--- config.mk ---
export PLATFORM = sky130hd
export DESIGN_NAME = sdac_front
export DESIGN_NICKNAME = d
export VERILOG_FILES = /design/src/rtl/sdac_pkg.sv /design/src/rtl/sdac_sync_edge.sv /design/src/rtl/sdac_shift.sv /design/src/rtl/sdac_latch.sv /design/src/rtl/sdac_front.sv
export SDC_FILE = /design/constraint.sdc
export NUM_CORES = 1
export LEC_CHECK = 0
export ABC_AREA = 1
export BUFFER_PORTS_ARGS = -buffer_cell sky130_fd_sc_hd__clkbuf_2
export CORE_MARGIN = 10
export CORE_UTILIZATION = 51
export CTS_CLUSTER_DIAMETER = 150
export DETAILED_ROUTE_END_ITERATION = 10
export PLACE_DENSITY = 0.74
export SKIP_LAST_GASP = 1
export SYNTH_ARGS = -nofsm -noshare
export SYNTH_HDL_FRONTEND = slang
export SYNTH_SLANG_ARGS = --single-unit
--- constraint.sdc ---
create_clock -name clk_i -period 1.24 [get_ports clk_i]
set_input_delay 0.062 -clock clk_i [delete_from_list [all_inputs] [get_ports clk_i]]
set_output_delay 0.062 -clock clk_i [all_outputs]
set_load 0.02 [all_outputs]
--- src/rtl/sdac_pkg.sv ---
package sdac_pkg;
  localparam int FRAME_W = 16;
  localparam int CNT_W   = $clog2(FRAME_W + 1);

  typedef struct packed {
    logic lvl;
    logic rise;
    logic fall;
  } pin_evt_t;
endpackage

--- src/rtl/sdac_sync_edge.sv ---
module sdac_sync_edge #(
  parameter int   STAGES  = 2,
  parameter logic RST_VAL = 1'b0
) (
  input  logic               clk_i,
  input  logic               rst_ni,
  input  logic               d_i,
  output sdac_pkg::pin_evt_t evt_o
);
  logic [STAGES:0] chain_q;

  always_ff @(posedge clk_i or negedge rst_ni) begin
    if (!rst_ni) chain_q <= {(STAGES+1){RST_VAL}};
    else         chain_q <= {chain_q[STAGES-1:0], d_i};
  end

  always_comb begin
    evt_o.lvl  = chain_q[STAGES-1];
    evt_o.rise = chain_q[STAGES-1] & ~chain_q[STAGES];
    evt_o.fall = ~chain_q[STAGES-1] & chain_q[STAGES];
  end
endmodule

--- src/rtl/sdac_shift.sv ---
module sdac_shift
  import sdac_pkg::*;
(
  input  logic               clk_i,
  input  logic               rst_ni,
  input  logic               start_i,
  input  logic               shift_i,
  input  logic               bit_i,
  output logic [FRAME_W-1:0] word_o,
  output logic               full_o
);
  logic [CNT_W-1:0] cnt_q;

  always_ff @(posedge clk_i or negedge rst_ni) begin
    if (!rst_ni) begin
      word_o <= '0;
      cnt_q  <= '0;
    end else if (start_i) begin
      cnt_q <= '0;
    end else if (shift_i) begin
      word_o <= {word_o[FRAME_W-2:0], bit_i};
      if (cnt_q != CNT_W'(FRAME_W)) cnt_q <= cnt_q + 1'b1;
    end
  end

  assign full_o = (cnt_q == CNT_W'(FRAME_W));
endmodule

--- src/rtl/sdac_latch.sv ---
module sdac_latch
  import sdac_pkg::*;
#(
  parameter int RES_W = 16
) (
  input  logic               clk_i,
  input  logic               rst_ni,
  input  logic               load_i,
  input  logic               full_i,
  input  logic [FRAME_W-1:0] word_i,
  output logic [RES_W-1:0]   code_o,
  output logic               update_o,
  output logic               err_o
);
  localparam int LSB = FRAME_W - RES_W;

  always_ff @(posedge clk_i or negedge rst_ni) begin
    if (!rst_ni) begin
      code_o   <= '0;
      update_o <= 1'b0;
      err_o    <= 1'b0;
    end else begin
      update_o <= load_i & full_i;
      err_o    <= load_i & ~full_i;
      if (load_i && full_i) code_o <= word_i[FRAME_W-1:LSB];
    end
  end
endmodule

--- src/rtl/sdac_front.sv ---
module sdac_front
  import sdac_pkg::*;
#(
  parameter int RES_W       = 16,
  parameter int SYNC_STAGES = 2
) (
  input  logic             clk_i,
  input  logic             rst_ni,
  input  logic             cs_n_i,
  input  logic             sclk_i,
  input  logic             din_i,
  output logic [RES_W-1:0] code_o,
  output logic             update_o,
  output logic             frame_err_o
);
  localparam int NPIN = 3;
  localparam logic [NPIN-1:0] IDLE_PAT = 3'b001;  // {din, sclk, cs_n}

  logic [NPIN-1:0] pins;
  pin_evt_t        evt [NPIN];
  logic [FRAME_W-1:0] word;
  logic               full;

  assign pins = {din_i, sclk_i, cs_n_i};

  for (genvar i = 0; i < NPIN; i++) begin : g_sync
    sdac_sync_edge #(.STAGES(SYNC_STAGES), .RST_VAL(IDLE_PAT[i])) u_sync (
      .clk_i (clk_i),
      .rst_ni(rst_ni),
      .d_i   (pins[i]),
      .evt_o (evt[i])
    );
  end

  sdac_shift u_shift (
    .clk_i  (clk_i),
    .rst_ni (rst_ni),
    .start_i(evt[0].fall),
    .shift_i(evt[1].rise & ~evt[0].lvl),
    .bit_i  (evt[2].lvl),
    .word_o (word),
    .full_o (full)
  );

  sdac_latch #(.RES_W(RES_W)) u_latch (
    .clk_i   (clk_i),
    .rst_ni  (rst_ni),
    .load_i  (evt[0].rise),
    .full_i  (full),
    .word_i  (word),
    .code_o  (code_o),
    .update_o(update_o),
    .err_o   (frame_err_o)
  );
endmodule

; ---- Word level (Yosys, flattened, before mapping)
; Cells that the tools add are included.
[op_classes]
mux = 3
reduce_logical = 5
bitwise_logic = 11
n_addsub = 1
eq_ne = 2
[ops]
columns = cell, n
row1 = 2-to-1 mux 5 bit, 3
row2 = bitwise AND 1 bit, 6
row3 = adder 5 x 1 -> 5 bit (second input constant), 1
row4 = equality test 5 bit (second input constant), 1
row5 = != test 5 bit (second input constant), 1
row6 = NOT 1 bit, 5
row7 = AND reduction 2 bit, 2
row8 = nonzero test 2 bit, 2
row9 = logical AND 1 bit, 1
[word_totals]
wordCells = 30
input_bits = 5
output_inout_bits = 18
ff_bits = 47

; ---- Depth between registers and ports, before layout
; Gate-level depths: netlist of run 1.
[logic_depth]
depth_word = 5
depth_mapped = 8
mapped_depth_nobuf = 8

; ---- Modules after synthesis
; A second synthesis of run 1 with hierarchy kept.
[unflattened]
hier_cells = 210
area_unflattened_um2 = 1994.4
[by_module_without_submodules]
columns = module, area_per_inst_um2, n_inst, cells_per_inst, seq_area_each_um2
row1 = sdac_shift, 940.9, 1, 109, 525.5
row2 = sdac_latch, 747.0, 1, 75, 450.4
row3 = sdac_sync_edge (g_sync[1].u_sync ...), 97.6, 2, 8, 75.1
row4 = sdac_sync_edge (g_sync[0].u_sync), 101.3, 1, 8, 78.8
row5 = sdac_front, 10.0, 1, 2, 0.0

; ---- Worst setup path before layout of run 1
; OpenSTA, ideal clock, no wires.
[synth_path]
path_kind = register to register
from = reg u_shift.cnt_q[0]
to = reg u_latch.code_o[13]
setup_ns = 0.117
slack_ns = -0.022
path_stages_with_launch = 9
t_required_ns = 1.123
n_path_buf = 1
period_less_slack_ns = 1.262
arrival_time_ns = 1.145
path_cell_list = dfrtp_1 -> inv_1 -> ha_1 -> nand2_1 -> inv_1 -> nand4_4 -> buf_6 -> nand2_2 -> o21ai_2
[synth_between]
elab_chain_len = 2
[synth_rtl]
columns = item, line
row1 = from (decl), sdac_shift.sv:12  ; logic [CNT_W-1:0] cnt_q;
row2 = from (signal assigned), sdac_shift.sv:22  ; if (cnt_q != CNT_W'(FRAME_W)) cnt_q <= cnt_q + 1'b1;
row3 = equality test 5 bit, sdac_shift.sv:26  ; assign full_o = (cnt_q == CNT_W'(FRAME_W));
row4 = logical AND 1 bit, sdac_latch.sv:25  ; if (load_i && full_i) code_o <= word_i[FRAME_W-1:LSB];
row5 = to (signal assigned), sdac_latch.sv:25
row6 = to (decl), sdac_latch.sv:11  ; output logic [RES_W-1:0] code_o,
; Every way passes these cells.
; A chain may end at the register's enable or synchronous reset.

; ---- Worst setup path after layout of run 1
[layout_path]
from = reg u_shift.cnt_q[0]
to = reg u_latch.code_o[9]
; Same word-level chain as after synthesis.

==> run_results.csv, run 1 <==
group,metric,value,unit
synthesis,synth_edf_count,0,
synthesis,ys_warn_count,0,
floorplanning,start_util,53.1,%
setup_path,rr_worst_depth,8,
place,port_buffers,22,
setup_path,worstSetupPathType,"register to register",
route,ant_nets,0,
final_layout,nets,232,
pwr,seqPwrFrac,54.2,%
setup_path,slowest_delay,0.39,ns
route,wl_per_cell,13.0,um
route,drt_wl_total,3550,um
synthesis,synth_top_family_by_area,"simple AND/OR/NAND/NOR gates",
setup_path,crit_fanout,19,
global_route,grt-ovfl-total,0,
sta,relSlewSlack,77.6,%
global_route,grt_pass1_wl,5610,um
sta,tightest_slew,0.336,ns
floorplanning,io_pins,23,
setup_path,timing.rr.start,"u_shift.cnt_q[0]",
final_layout,mostFrequentLayoutCells,"44 x dfrtp_1, 40 x nand2_1, 22 x clkbuf_2",
synthesis,yosysSeqAreaShare,60.2,%
setup_path,reg2reg_to,"u_latch.code_o[9]",
sta,finalCriticalPeriod,1.31,ns
pwr,p_sw,0.836,mW
sta,layout_setup_ws,-0.0697,ns
synthesis,syn_area_per_cell,10.9,um2
global_route,grt_max_degree,37,
synthesis,muxShareOfSynthArea,0,%
sta,final_max_slew_viol_count,0,
sta,finalSetupViolations,16,
route,drtIter0Drc,125,
floorplanning,die_area,0.00672,mm2
pwr,p_int,2.30,mW
route,avgViaCountPerCell,4.75,
final_layout,antenna_cells,0,
sta,finalCritPeriodShare,106,%
setup_path,cp.arrival,1.51,ns
setup_path,r2r_slack,-0.07,ns
clocking,cts_tree,"built",
route,vias,1302,
final_layout,layout-drive-gt1-share,38.1,%
floorplanning,rows,22,
sta,final-hold-violation-count,0,
synthesis,synth-main-ff-cell,"dfrtp_1",
synthesis,synth-simple-area-share,16.6,%
pwr,peakVddDrop,0.766,mV
setup_path,cp-start-kind,"register",
floorplanning,die_x,82.0,um
clocking,cts_buffers,5,
pwr,sw_frac_of_total,26.7,%
final_layout,layout_commonest_cell,"dfrtp_1",
pwr,combinationalPowerShare,15.2,%
synthesis,synth-seq-cells,47,
sta,finClkSkew,0.00473,ns
final_layout,areaGrowthSynthToFinish,25.1,%
min_path,hold_class,"primary input to asynchronous set/reset pin",
place,hpwlAfterDp,2190,um
pwr,power.density,1280,mW/mm2
final_layout,nFillCells,294,
route,drc,0,
clocking,htreeDepth,2,
synthesis,syn_inst,180,
clocking,cts_buffer_depth,2,
clocking,clk_latency,0.30,ns
setup_path,worstPathCellList,"inv_2, ha_4, nand2_4, inv_4, nand4_4, buf_12, nand2_1, o21ai_2",
final_layout,stdcell_area,0.00245,mm2
flow_run,maxCapViolCount,0,
setup_path,crit_required,1.44,ns
setup_path,cp_slowest_cell,"dfrtp_1",
setup_path,cp-end-kind,"register",
synthesis,syn_nets,187,
place,dpl_cell_area,0.00216,mm2
global_route,grt.total_usage,10.7,%
sta,grt_setup_unrepaired,"true",
pwr,total_power,3.14,mW
run_status,violations,"negative setup slack",
setup_path,cp_top_family,"flip-flops",
synthesis,synth_xor_xnor_area_share,0.447,%
floorplanning,core-area,0.00369,mm2
synthesis,syn_area,0.00196,mm2
clocking,path_clk_slew,0.08,ns
clocking,clock-root-buffer,"clkbuf_8",
clocking,cts.sinks,47,
sta,whs,0.186,ns
floorplanning,die_h,82.0,um
sta,finalSetupTns,-0.667,ns
setup_path,timing.critical_path.buf_inv,3,
global_route,antenna_found_initial,0,
pwr,leakage,1.19,nW
synthesis,ys_async_sr_fraction,100,%
synthesis,synthAdderAreaFrac,1.28,%
sta,fmax,0.764,GHz
place,gp_congestion,0.744,
route,drt_pass1_iterations,4,
pwr,clock_power_share,30.6,%
global_route,grt_pass1_vias,1268,
run_status,outcome,"finished with violations",
synthesis,synth_compound_area_share,12.6,%
synthesis,ys_types,22,
## power by group through the flow
stage	combinational, mW	sequential (mW)	clock, mW
after CTS	0.421	1.70	0.984
after detailed placement	0.406	1.73	0
after global placement	0.395	1.72	0
final	0.476	1.70	0.961
after floorplan	0.299	1.71	0
after global routing	0.533	1.71	1.05
## synthesized netlist by cell type, types with 2 or more instances
| cell | number | area share (%) |
|---|---|---|
| o21ai_0 | 12 | 3.1 |
| buf_6 | 7 | 4.0 |
| nand3_1 | 5 | 1.3 |
| dfrtp_1 | 44 | 56 |
| nand2_4 | 2 | 1.1 |
| o21ai_1 | 6 | 1.5 |
| inv_2 | 2 | 0.38 |
| nand2_2 | 3 | 0.96 |
| inv_1 | 23 | 4.4 |
| nand2_1 | 43 | 8.2 |
| dfstp_2 | 3 | 4.0 |
| o21ai_2 | 18 | 8.0 |
| nand4_1 | 2 | 0.64 |
| ha_1 | 2 | 1.3 |
## registers in the layout, summed over array words and instances, names as in the netlist
register,count
u_latch.code_o,16
u_latch.err_o,1
u_shift.word_o,16
u_latch.update_o,1
g_sync.u_sync.chain_q,8
u_shift.cnt_q,5
## layout make-up
type | count | area, um2 | share of cell area, %
clock buffer | 7 | 86.3 | 3.52
clock inverter | 1 | 8.76 | 0.357
inverter | 25 | 96.3 | 3.93
multi-input combinational | 102 | 663 | 27.1
sequential | 47 | 1180 | 48.1
tap | 48 | 60.1 | 2.45
timing repair buffer | 44 | 357 | 14.5
## per-layer routing
layer | vias to the layer above | GRT usage, % | share of wire, %
met1 | 614 | 12.6 | 47
met5 | - | 0 | 0
met3 | 6 | 2.84 | 4.9
li1 | 658 | - | -
met2 | 24 | 17.5 | 47
met4 | 0 | 5.95 | 0.96
## worst max path at each step
stage                                     to                   startpoint  slack [ns]  cells past startpoint
after global routing       u_latch.code_o[9]             u_shift.cnt_q[0]       -0.13                      8
after CTS                  u_latch.code_o[9]             u_shift.cnt_q[0]       -0.06                      8
after detailed placement   u_shift.word_o[5]  g_sync[0].u_sync.chain_q[1]       -0.12                      4
final                      u_latch.code_o[9]             u_shift.cnt_q[0]       -0.07                      8
after global placement    u_shift.word_o[15]  g_sync[0].u_sync.chain_q[1]       -0.05                      4
after floorplan           u_latch.code_o[13]             u_shift.cnt_q[0]      -0.003                      8
## worst register-to-register path, stage by stage, from the launching register on
cell	delay, ns
dfrtp_1	0.39
inv_2	0.08
ha_4	0.14
nand2_4	0.05
inv_4	0.06
nand4_4	0.14
buf_12	0.21
nand2_1	0.09
o21ai_2	0.05
## metrics by stage
| step | util [%] | worst slack (ns) | cells |
|---|---|---|---|
| after floorplan | - | -0.00295 | 180 |
| after global placement | 58.4 | -0.0468 | 252 |
| after detailed placement | 58.4 | -0.118 | 252 |
| after CTS | 62.4 | -0.0552 | 265 |
| after global routing | 66.5 | -0.131 | 274 |
| final | 66.5 | -0.0697 | 274 |
## what timing repair did
| action | 4_1_cts | 5_1_grt |
|---|---|---|
| buffers inserted | 0 | 8 |
| gates cloned | 1 | 1 |
| pin swaps | 1 | 4 |
| hold buffers | 4 | 0 |
| endpoints found under the setup margin | 34 | 34 |
| hold endpoints to repair | 49 | 0 |
| gates resized for setup | 1 | 14 |
## logic make-up (layout without fill, tap and decap cells)
logic type / Yosys count / in the layout
compound gates: 36 / 36
xor+xnor: 1 / 1
fa+ha+maj: 2 / 2
buf+inv: 32 / 77
flops: 47 / 47
simple gates: 62 / 63
Note: power is estimated with default switching activity, not from simulation.
==> run 2: changes to the inputs <==
Settings changed: SYNTH_HIERARCHICAL set to 1.
==> run 2 against run 1 <==
Net effect:
- synthesized area is 1.0% lower
- register-to-register slack worse by 0.02 ns
- critical path depth is 1 higher
- wire length is 49% higher
- sequential power hardly changed
- the flow still finishes with violations (negative setup slack)
- clock-buffer cell count is 2 lower
- largest power group unchanged
- die area is 0.78% lower
- global-route usage is 6.2 points higher
- synthesized cell count is 12% higher
- highest routed layer unchanged
- hold slack better by 0.033 ns
==> run_results.csv, run 2 <==
group,metric,value,unit
run_status,outcome,"finished with violations",
run_status,violations,"negative setup slack",
route,wl_per_cell,17.3,um
pwr,total_power,3.44,mW
floorplanning,die_x,81.7,um
route,m1WireLength,2100,um
synthesis,ys_warn_count,6,
place,hpwlAfterDp,2480,um
floorplanning,die_h,81.7,um
synthesis,syn_inst,202,
floorplanning,io_pins,23,
final_layout,stdcell_area,0.00282,mm2
setup_path,worstSetupPathType,"register to register",
setup_path,crit_required,1.44,ns
clocking,htreeDepth,2,
clocking,cts_buffers,5,
setup_path,cp-start-kind,"register",
route,avgViaCountPerCell,5.39,
setup_path,reg2reg_to,"u_latch/code_o[1]",
setup_path,timing.rr.start,"u_shift/cnt_q[0]",
sta,grt_setup_unrepaired,"true",
global_route,grt_pass1_wl,8560,um
floorplanning,start_util,53.0,%
final_layout,fin_cells,306,
pwr,p_int,2.60,mW
place,place_ws,-0.157,ns
setup_path,slowest_delay,0.39,ns
floorplanning,die_area,0.00667,mm2
setup_path,cp.arrival,1.53,ns
sta,finalSetupViolations,38,
setup_path,cp-end-kind,"register",
setup_path,worstPathCellList,"inv_2, ha_4, nand2_4, inv_4, nand2_4, clkinv_8, buf_12, nand3_2, nand2_2",
global_route,antenna_found_initial,0,
pwr,sw_frac_of_total,24.5,%
clocking,clk_latency,0.32,ns
setup_path,rr_worst_depth,9,
sta,finClkSkew,0.0160,ns
route,met2WireLength,2750,um
setup_path,r2r_slack,-0.09,ns
route,routed.top_layer,"met4",
pwr,p_sw,0.844,mW
synthesis,syn_area,0.00194,mm2
sta,finalCritPeriodShare,107,%
place,port_buffers,22,
route,drtIter0Drc,163,
sta,tightest_slew,0.476,ns
final_layout,layout_commonest_cell,"nand2_1",
sta,relSlewSlack,68.3,%
global_route,grt_pass1_vias,1695,
floorplanning,core-area,0.00366,mm2
flow_run,maxCapViolCount,0,
global_route,grt.total_usage,16.9,%
global_route,grt-ovfl-total,0,
clocking,cts.sinks,47,
route,vias,1650,
clocking,path_clk_slew,0.10,ns
final_layout,mostFrequentLayoutCells,"64 x nand2_1, 44 x dfrtp_1, 22 x clkbuf_2",
place,dpl_cell_area,0.00216,mm2
clocking,clock-root-buffer,"clkbuf_8",
synthesis,syn_nets,209,
sta,final-hold-violation-count,0,
synthesis,syn_area_per_cell,9.60,um2
setup_path,cp_top_family,"flip-flops",
route,met3WireLength,361,um
sta,layout_setup_ws,-0.0929,ns
final_layout,reg.largest.list,"u_latch/code_o x16, u_shift/word_o x16, g_sync.u_sync/chain_q x8",
sta,fmax,0.750,GHz
floorplanning,rows,22,
setup_path,timing.critical_path.buf_inv,4,
pwr,power.density,1220,mW/mm2
pwr,clock_power_share,40.1,%
setup_path,crit_path_start,"u_shift/cnt_q[0]",
route,ant_nets,0,
sta,finalSetupTns,-1.82,ns
sta,final_max_slew_viol_count,0,
pwr,combinationalPowerShare,10.8,%
pwr,seqPwrFrac,49.2,%
clocking,cts_buffer_depth,2,
final_layout,layout-drive-gt1-share,48.1,%
route,drt_wl_total,5310,um
setup_path,cpMostUsedCell,"nand2_4",
setup_path,crit_end,"u_latch/code_o[1]",
clocking,cts_tree,"built",
route,drc,0,
pwr,leakage,1.45,nW
min_path,hold_class,"primary input to asynchronous set/reset pin",
route,drt_pass1_iterations,4,
pwr,peakVddDrop,1.24,mV
setup_path,cp_slowest_cell,"dfrtp_1",
place,place_inst,278,
setup_path,crit_fanout,8,
place,gp_congestion,0.810,
final_layout,nets,264,
global_route,grt_max_degree,32,
setup_path,cp.depth,9,
sta,finalCriticalPeriod,1.33,ns
final_layout,antenna_cells,0,
final_layout,areaGrowthSynthToFinish,45.4,%
==> run 2: timing repair <==
action	in CTS	in global routing
hold buffers	4	0
buffers inserted	13	2
endpoints found under the hold margin	16	0
setup endpoints to repair	37	39
gates cloned	4	0
pin swaps	18	16
resized for setup	54	35
==> run 2: layout make-up <==
cell class / instances / area [um2]
Clock buffer: 5 / 68.8
Clock inverter: 3 / 71.3
Fill cell: 209 / 842
Inverter: 17 / 91.3
Multi-Input combinational cell: 131 / 860
Sequential cell: 47 / 1180
Tap cell: 48 / 60.1
Timing Repair Buffer: 55 / 488
==> run 2: stage by stage <==
step	utilization, %	hold slack [ns]
after global routing	77.0	0.256
after CTS	74.2	0.229
after global placement	59.1	0.0308
after floorplan	-	-0.234
after detailed placement	59.1	0.0377
final	77.0	0.219
==> run 2: power by group through the flow <==
stage	clock, mW	combinational, mW	sequential (mW)
global placement	0	0.219	1.70
detailed placement	0	0.226	1.70
global route	1.45	0.404	1.70
CTS	1.39	0.337	1.69
finish	1.38	0.370	1.69
floorplan	0	0.125	1.70
==> run 2: worst min-delay path by stage <==
| stage | from | end | depth (start not counted) |
|---|---|---|---|
| after floorplan | rst_ni | g_sync[1].u_sync/chain_q[0] | 0 |
| after global placement | rst_ni | g_sync[1].u_sync/chain_q[0] | 1 |
| after detailed placement | rst_ni | g_sync[1].u_sync/chain_q[0] | 1 |
| after CTS | rst_ni | u_shift/cnt_q[1] | 2 |
| after global routing | rst_ni | u_shift/cnt_q[1] | 2 |
| final | rst_ni | u_shift/cnt_q[1] | 2 |
==> run 2: per-layer routing <==
layer	vias to the layer above	global-route usage, %
met4	0	5.27
met5	-	0
met2	69	29.0
met1	834	19.9
met3	12	5.02
li1	735	-
